==> src/rtl/nib_link_pkg.sv <==
package nib_link_pkg;

  localparam int unsigned DEF_WORD_W = 34;
  localparam int unsigned DEF_NIB_W  = 4;
  localparam int unsigned DEF_SYNC   = 2;

  typedef enum logic {
    TX_IDLE = 1'b0,
    TX_BUSY = 1'b1
  } tx_state_e;

  function automatic int unsigned beat_count(int unsigned word_w, int unsigned nib_w);
    return (word_w + nib_w - 1) / nib_w;
  endfunction

endpackage

==> src/rtl/nib_sync.sv <==
module nib_sync #(
  parameter int unsigned STAGES = 2
) (
  input  logic clk_i,
  input  logic rst_ni,
  input  logic d_i,
  output logic q_o
);

  generate
    if (STAGES == 0) begin : g_bypass
      assign q_o = d_i;
    end else begin : g_chain
      logic [STAGES-1:0] chain_q;
      always_ff @(posedge clk_i or negedge rst_ni) begin
        if (!rst_ni) chain_q <= '0;
        else         chain_q <= {chain_q[STAGES-2+1-1:0], d_i} >> 0;
      end
      assign q_o = chain_q[STAGES-1];
    end
  endgenerate

endmodule

==> src/rtl/nib_tx.sv <==
module nib_tx
  import nib_link_pkg::*;
#(
  parameter int unsigned WORD_W = DEF_WORD_W,
  parameter int unsigned NIB_W  = DEF_NIB_W,
  parameter int unsigned SYNC   = DEF_SYNC
) (
  input  logic              clk_i,
  input  logic              rst_ni,
  input  logic              en_i,
  input  logic              in_valid_i,
  output logic              in_ready_o,
  input  logic [WORD_W-1:0] in_word_i,
  output logic              req_o,
  output logic [NIB_W-1:0]  data_o,
  input  logic              ack_i
);

  localparam int unsigned BEATS = beat_count(WORD_W, NIB_W);
  localparam int unsigned PAD_W = BEATS * NIB_W;
  localparam int unsigned CNT_W = (BEATS > 1) ? $clog2(BEATS) : 1;
  localparam logic [CNT_W-1:0] LAST = CNT_W'(BEATS - 1);

  tx_state_e        state_q;
  logic [CNT_W-1:0] cnt_q;
  logic [PAD_W-1:0] shift_q;
  logic             req_q;
  logic             ack_s;

  nib_sync #(.STAGES(SYNC)) u_ack_sync (
    .clk_i (clk_i),
    .rst_ni(rst_ni),
    .d_i   (ack_i),
    .q_o   (ack_s)
  );

  always_ff @(posedge clk_i or negedge rst_ni) begin
    if (!rst_ni) begin
      state_q <= TX_IDLE;
      cnt_q   <= '0;
      shift_q <= '0;
      req_q   <= 1'b0;
    end else if (!en_i) begin
      state_q <= TX_IDLE;
      cnt_q   <= '0;
      shift_q <= '0;
      req_q   <= 1'b0;
    end else begin
      unique case (state_q)
        TX_IDLE: begin
          if (in_valid_i) begin
            shift_q <= PAD_W'(in_word_i);
            req_q   <= ~req_q;
            cnt_q   <= '0;
            state_q <= TX_BUSY;
          end
        end
        TX_BUSY: begin
          // previous beat acknowledged once the synced ack matches req
          if (ack_s == req_q) begin
            if (cnt_q == LAST) begin
              state_q <= TX_IDLE;
            end else begin
              shift_q <= shift_q >> NIB_W;
              req_q   <= ~req_q;
              cnt_q   <= cnt_q + 1'b1;
            end
          end
        end
        default: state_q <= TX_IDLE;
      endcase
    end
  end

  assign in_ready_o = en_i && (state_q == TX_IDLE);
  assign req_o      = req_q;
  assign data_o     = shift_q[NIB_W-1:0];

endmodule

==> src/rtl/nib_rx.sv <==
module nib_rx
  import nib_link_pkg::*;
#(
  parameter int unsigned WORD_W = DEF_WORD_W,
  parameter int unsigned NIB_W  = DEF_NIB_W,
  parameter int unsigned SYNC   = DEF_SYNC
) (
  input  logic              clk_i,
  input  logic              rst_ni,
  input  logic              en_i,
  input  logic              req_i,
  input  logic [NIB_W-1:0]  data_i,
  output logic              ack_o,
  output logic              out_valid_o,
  input  logic              out_ready_i,
  output logic [WORD_W-1:0] out_word_o
);

  localparam int unsigned BEATS = beat_count(WORD_W, NIB_W);
  localparam int unsigned PAD_W = BEATS * NIB_W;
  localparam int unsigned CNT_W = (BEATS > 1) ? $clog2(BEATS) : 1;
  localparam logic [CNT_W-1:0] LAST = CNT_W'(BEATS - 1);

  logic             req_s;
  logic             ack_q;
  logic             valid_q;
  logic [CNT_W-1:0] cnt_q;
  logic [PAD_W-1:0] buf_q;
  logic             take;

  nib_sync #(.STAGES(SYNC)) u_req_sync (
    .clk_i (clk_i),
    .rst_ni(rst_ni),
    .d_i   (req_i),
    .q_o   (req_s)
  );

  // a held word blocks the next beat: no ack until the consumer drains it
  assign take = (req_s != ack_q) && !valid_q;

  always_ff @(posedge clk_i or negedge rst_ni) begin
    if (!rst_ni) begin
      ack_q   <= 1'b0;
      valid_q <= 1'b0;
      cnt_q   <= '0;
      buf_q   <= '0;
    end else if (!en_i) begin
      ack_q   <= 1'b0;
      valid_q <= 1'b0;
      cnt_q   <= '0;
      buf_q   <= '0;
    end else begin
      if (valid_q && out_ready_i) valid_q <= 1'b0;
      if (take) begin
        buf_q <= {data_i, buf_q[PAD_W-1:NIB_W]};
        ack_q <= req_s;
        if (cnt_q == LAST) begin
          cnt_q   <= '0;
          valid_q <= 1'b1;
        end else begin
          cnt_q <= cnt_q + 1'b1;
        end
      end
    end
  end

  assign ack_o       = ack_q;
  assign out_valid_o = valid_q;
  assign out_word_o  = buf_q[WORD_W-1:0];

endmodule

==> src/rtl/nib_link_port.sv <==
module nib_link_port
  import nib_link_pkg::*;
#(
  parameter int unsigned WORD_W = DEF_WORD_W,
  parameter int unsigned NIB_W  = DEF_NIB_W,
  parameter int unsigned SYNC   = DEF_SYNC
) (
  input  logic              clk_i,
  input  logic              rst_ni,
  input  logic              dir_tx_i,
  input  logic              in_valid_i,
  output logic              in_ready_o,
  input  logic [WORD_W-1:0] in_word_i,
  output logic              out_valid_o,
  input  logic              out_ready_i,
  output logic [WORD_W-1:0] out_word_o,
  output logic              ser_req_o,
  output logic [NIB_W-1:0]  ser_data_o,
  input  logic              ser_ack_i,
  input  logic              ser_req_i,
  input  logic [NIB_W-1:0]  ser_data_i,
  output logic              ser_ack_o
);

  logic             tx_req;
  logic [NIB_W-1:0] tx_data;
  logic             rx_ack;

  nib_tx #(.WORD_W(WORD_W), .NIB_W(NIB_W), .SYNC(SYNC)) u_tx (
    .clk_i     (clk_i),
    .rst_ni    (rst_ni),
    .en_i      (dir_tx_i),
    .in_valid_i(in_valid_i),
    .in_ready_o(in_ready_o),
    .in_word_i (in_word_i),
    .req_o     (tx_req),
    .data_o    (tx_data),
    .ack_i     (ser_ack_i)
  );

  nib_rx #(.WORD_W(WORD_W), .NIB_W(NIB_W), .SYNC(SYNC)) u_rx (
    .clk_i      (clk_i),
    .rst_ni     (rst_ni),
    .en_i       (!dir_tx_i),
    .req_i      (ser_req_i),
    .data_i     (ser_data_i),
    .ack_o      (rx_ack),
    .out_valid_o(out_valid_o),
    .out_ready_i(out_ready_i),
    .out_word_o (out_word_o)
  );

  assign ser_req_o  = tx_req;
  assign ser_data_o = tx_data;
  assign ser_ack_o  = rx_ack;

endmodule

==> config.mk <==
export PLATFORM = sky130hd
export DESIGN_NAME = nib_link_port
export DESIGN_NICKNAME = d
export VERILOG_FILES = /design/src/rtl/nib_link_pkg.sv /design/src/rtl/nib_sync.sv /design/src/rtl/nib_tx.sv /design/src/rtl/nib_rx.sv /design/src/rtl/nib_link_port.sv
export SDC_FILE = /design/constraint.sdc
export NUM_CORES = 1
export LEC_CHECK = 0
export ABC_AREA = 1
export BUFFER_PORTS_ARGS = -buffer_cell sky130_fd_sc_hd__buf_4
export CORE_ASPECT_RATIO = 1.75
export CORE_MARGIN = 2
export CORE_UTILIZATION = 33
export DETAILED_ROUTE_END_ITERATION = 6
export GPL_ROUTABILITY_DRIVEN = 0
export REMOVE_ABC_BUFFERS = 1
export SLEW_MARGIN = 5
export SYNTH_ARGS = -nofsm -noshare
export SYNTH_HDL_FRONTEND = slang
export SYNTH_SLANG_ARGS = --single-unit
==> constraint.sdc <==
create_clock -name clk_i -period 2.4 [get_ports clk_i]
set_input_delay 0.12 -clock clk_i [delete_from_list [all_inputs] [get_ports clk_i]]
set_output_delay 0.12 -clock clk_i [all_outputs]
set_load 0.1 [all_outputs]
==> flow_summary.ini <==
[timing]
setup_ws_ns = 0.6329
final_max_slew_viol_count = 0
rsz0062_at_grt = false
worst_slew_pin_slew_ns = 0.7675
fin_skew_ns = 0.008138
max_freq_mhz = 565.9
whs_ns = 0.009852
hold_viol = 0
min_period_ns = 1.767
relSlewSlack = 0.4883
setup-violations-final = 0
min_period_over_period = 0.7363

[clock_tree]
clk_path_buf_depth = 2
cts_tree = done
htree_num_levels = 3
post_cts_resized = 0
clk_pin_slew_ns = 0.06
cts_sinks = 86
root_buffer = clkbuf_16
numCtsBuffers = 9
clock_latency_ns = 0.34

[global_routing]
grt_max_degree = 83
grt_antenna_before_repair = 0
grt_pass1_vias = 3674
overflow = 0
grtUsageTotal = 0.1470
grt_pass1_wl_um = 16910

[power]
power_density_nw_per_um2 = 698.4
total_power_uw = 3607
intPower_uw = 2570
ir_drop_v = 0.0003439
switching_share = 0.2874
leakagePower_uw = 0.002922
combinationalPowerShare = 0.171
seq_power_share = 0.445
p_sw_uw = 1037
clock_power_share = 0.384

[route]
drt_iter0_markers = 80
via_per_inst = 4.795
wire_per_inst_um = 13.06
drc = 0
vias = 3692
first_pass_iters = 4
wl_um = 10050
antenna_left = 0

[die]
core-area_um2 = 12870
num_rows = 55
die_w_um = 90.58
start_util = 0.3364
io_pins = 87
dieHeight_um = 155.5
dieArea_um2 = 14090

[logic_synthesis]
ys_ff_latch = 86
synth-edff-count = 0
yosysTopAreaCell = dfrtp_1
synth_top_area_frac = 0.4971
async_flop_share = 1.000
synth_cell_types = 20
syn_inst = 557
yosys_warnings = 0
synthFlopType = dfrtp_1
synth_area_um2 = 4329
synth.most_common_cell = nand2_1
synth.yosys.seq_area_share = 0.4971
synthTopCellsByCount = 225 x nand2_1, 124 x nand3_1, 86 x dfrtp_1
ys_top_cells_by_area = dfrtp_1 50%, nand2_1 20%, nand3_1 14%, buf_4 7.1%, buf_2 1.8%
syn_avg_cell_area_um2 = 7.772

[worst_setup_path]
cp_top_family = buffers and inverters
critPathKind = flop to output pin
critPathSlowestCell = dfrtp_1
critPathMaxFanout = 8
cp-start-kind = flop
crit_path_end_kind = output pin
critPathMaxStageDelay_ns = 0.46
crit_chain = inv_2 > nand2_1 > inv_1 > buf_4
crit_buf_inv = 3
cp.required_ns = 2.28
arrival_ns = 1.65

[final_layout]
antenna_cells = 0
drive_gt1_frac = 0.1920
instances_no_fill = 770
areaGrowthSynthToFinish_pct = 19.31
nets = 645
final_cell_area_um2 = 5165

[place]
dpl_worst_slack_ns = 0.7354
hpwl_um = 6614
place_inst = 752
placed_area_um2 = 4835
io_buffers = 86

[run]
cap_violations = 0

[worst_hold_path]
hp-class = primary input to flop

[outcome]
outcome = finished, final reports clean
kinds of logic after synthesis:
| family | after synthesis | share of synthesized area |
|---|---|---|
| simple gates | 366 | 0.3569 |
| buf+inv | 93 | 0.1225 |
| flops | 86 | 0.4971 |
| compound gates | 6 | 0.007803 |
| fa+ha+maj | 4 | 0.01156 |
| xor+xnor | 2 | 0.004047 |
worst paths after layout:
path / slack, ns / to / start / depth (start not counted)
worst max register to register: 0.72 / u_tx.shift_q[8] / u_tx.cnt_q[0] / 8
worst min-delay path: 0.01 / u_rx.buf_q[32] / ser_data_i[0] / 3
worst max-delay path: 0.63 / in_ready_o / u_tx.state_q / 4
worst min register to register: 0.36 / u_tx.u_ack_sync.g_chain.chain_q[1] / u_tx.u_ack_sync.g_chain.chain_q[0] / 0
max in group asynchronous: 1.44 / u_rx.buf_q[8] / rst_ni / 3
min in group asynchronous: 0.32 / u_tx.shift_q[11] / rst_ni / 2
placed cells by master, fill, tap and decap left out, types with 2 or more instances in the layout:
master	synthesis	routed
nand2_1	225	225
nand3_1	124	124
buf_4	41	95
dfrtp_1	86	86
inv_1	20	19
nor2_1	12	11
clkbuf_16	0	9
ha_1	4	4
dlygate4sd3_1	0	4
a21oi_1	3	3
inv_2	1	2
nand4_1	2	2
xnor2_1	2	2
o21ai_0	2	2
clkbuf_1	10	2
clkbuf_8	0	2
tightest hold or removal path, stage by stage:
cell,delay [ns]
buf_4,0.08
nand3_1,0.06
nand2_1,0.05
per-layer routing:
layer	GRT usage	share of wire	routed length (µm)	vias up
met3	0.02809	0.048	480	15
met2	0.2679	0.51	5176	94
met5	0	0	0	-
met4	0.06374	0.019	190	0
li1	-	-	-	1804
met1	0.1654	0.42	4207	1779
sequential cells by signal (all words and copies together), names as in the netlist:
| name | count |
|---|---|
| u_rx.cnt_q | 4 |
| u_rx.u_req_sync.g_chain.chain_q | 2 |
| u_rx.out_valid_o | 1 |
| u_rx.ack_o | 1 |
| u_tx.state_q | 1 |
| u_tx.cnt_q | 4 |
| u_rx.buf_q | 36 |
| u_tx.shift_q | 34 |
| u_tx.req_o | 1 |
| u_tx.u_ack_sync.g_chain.chain_q | 2 |
cell type report:
| cell class | count | area [µm²] |
|---|---|---|
| clock inverter | 1 | 30.03 |
| clock buffer | 13 | 260.3 |
| timing repair buffer | 100 | 773.2 |
| multi-input combinational | 378 | 1657 |
| fill | 1344 | 7704 |
| sequential | 86 | 2152 |
| tap | 171 | 214.0 |
| inverter | 21 | 78.83 |
through the flow:
step                  util  setup TNS [ns]
CTS                 0.4014               0
global placement    0.3757               0
global route        0.4014               0
detailed placement  0.3757               0
floorplan                -          -25.94
finish              0.4014               0
power by group through the flow:
stage	logic [µW]	registers [µW]	clock network, µW
floorplan	246	1760	0
global placement	609	1620	0
detailed placement	621	1630	0
CTS	628	1600	1430
global route	683	1610	1480
finish	617	1600	1390
repair_timing:
action                    4_1_cts  5_1_grt
hold endpoints to repair       44        0
setup buffers                   0        0
hold buffers                    4        0
Note: power is estimated with default switching activity, not from simulation.
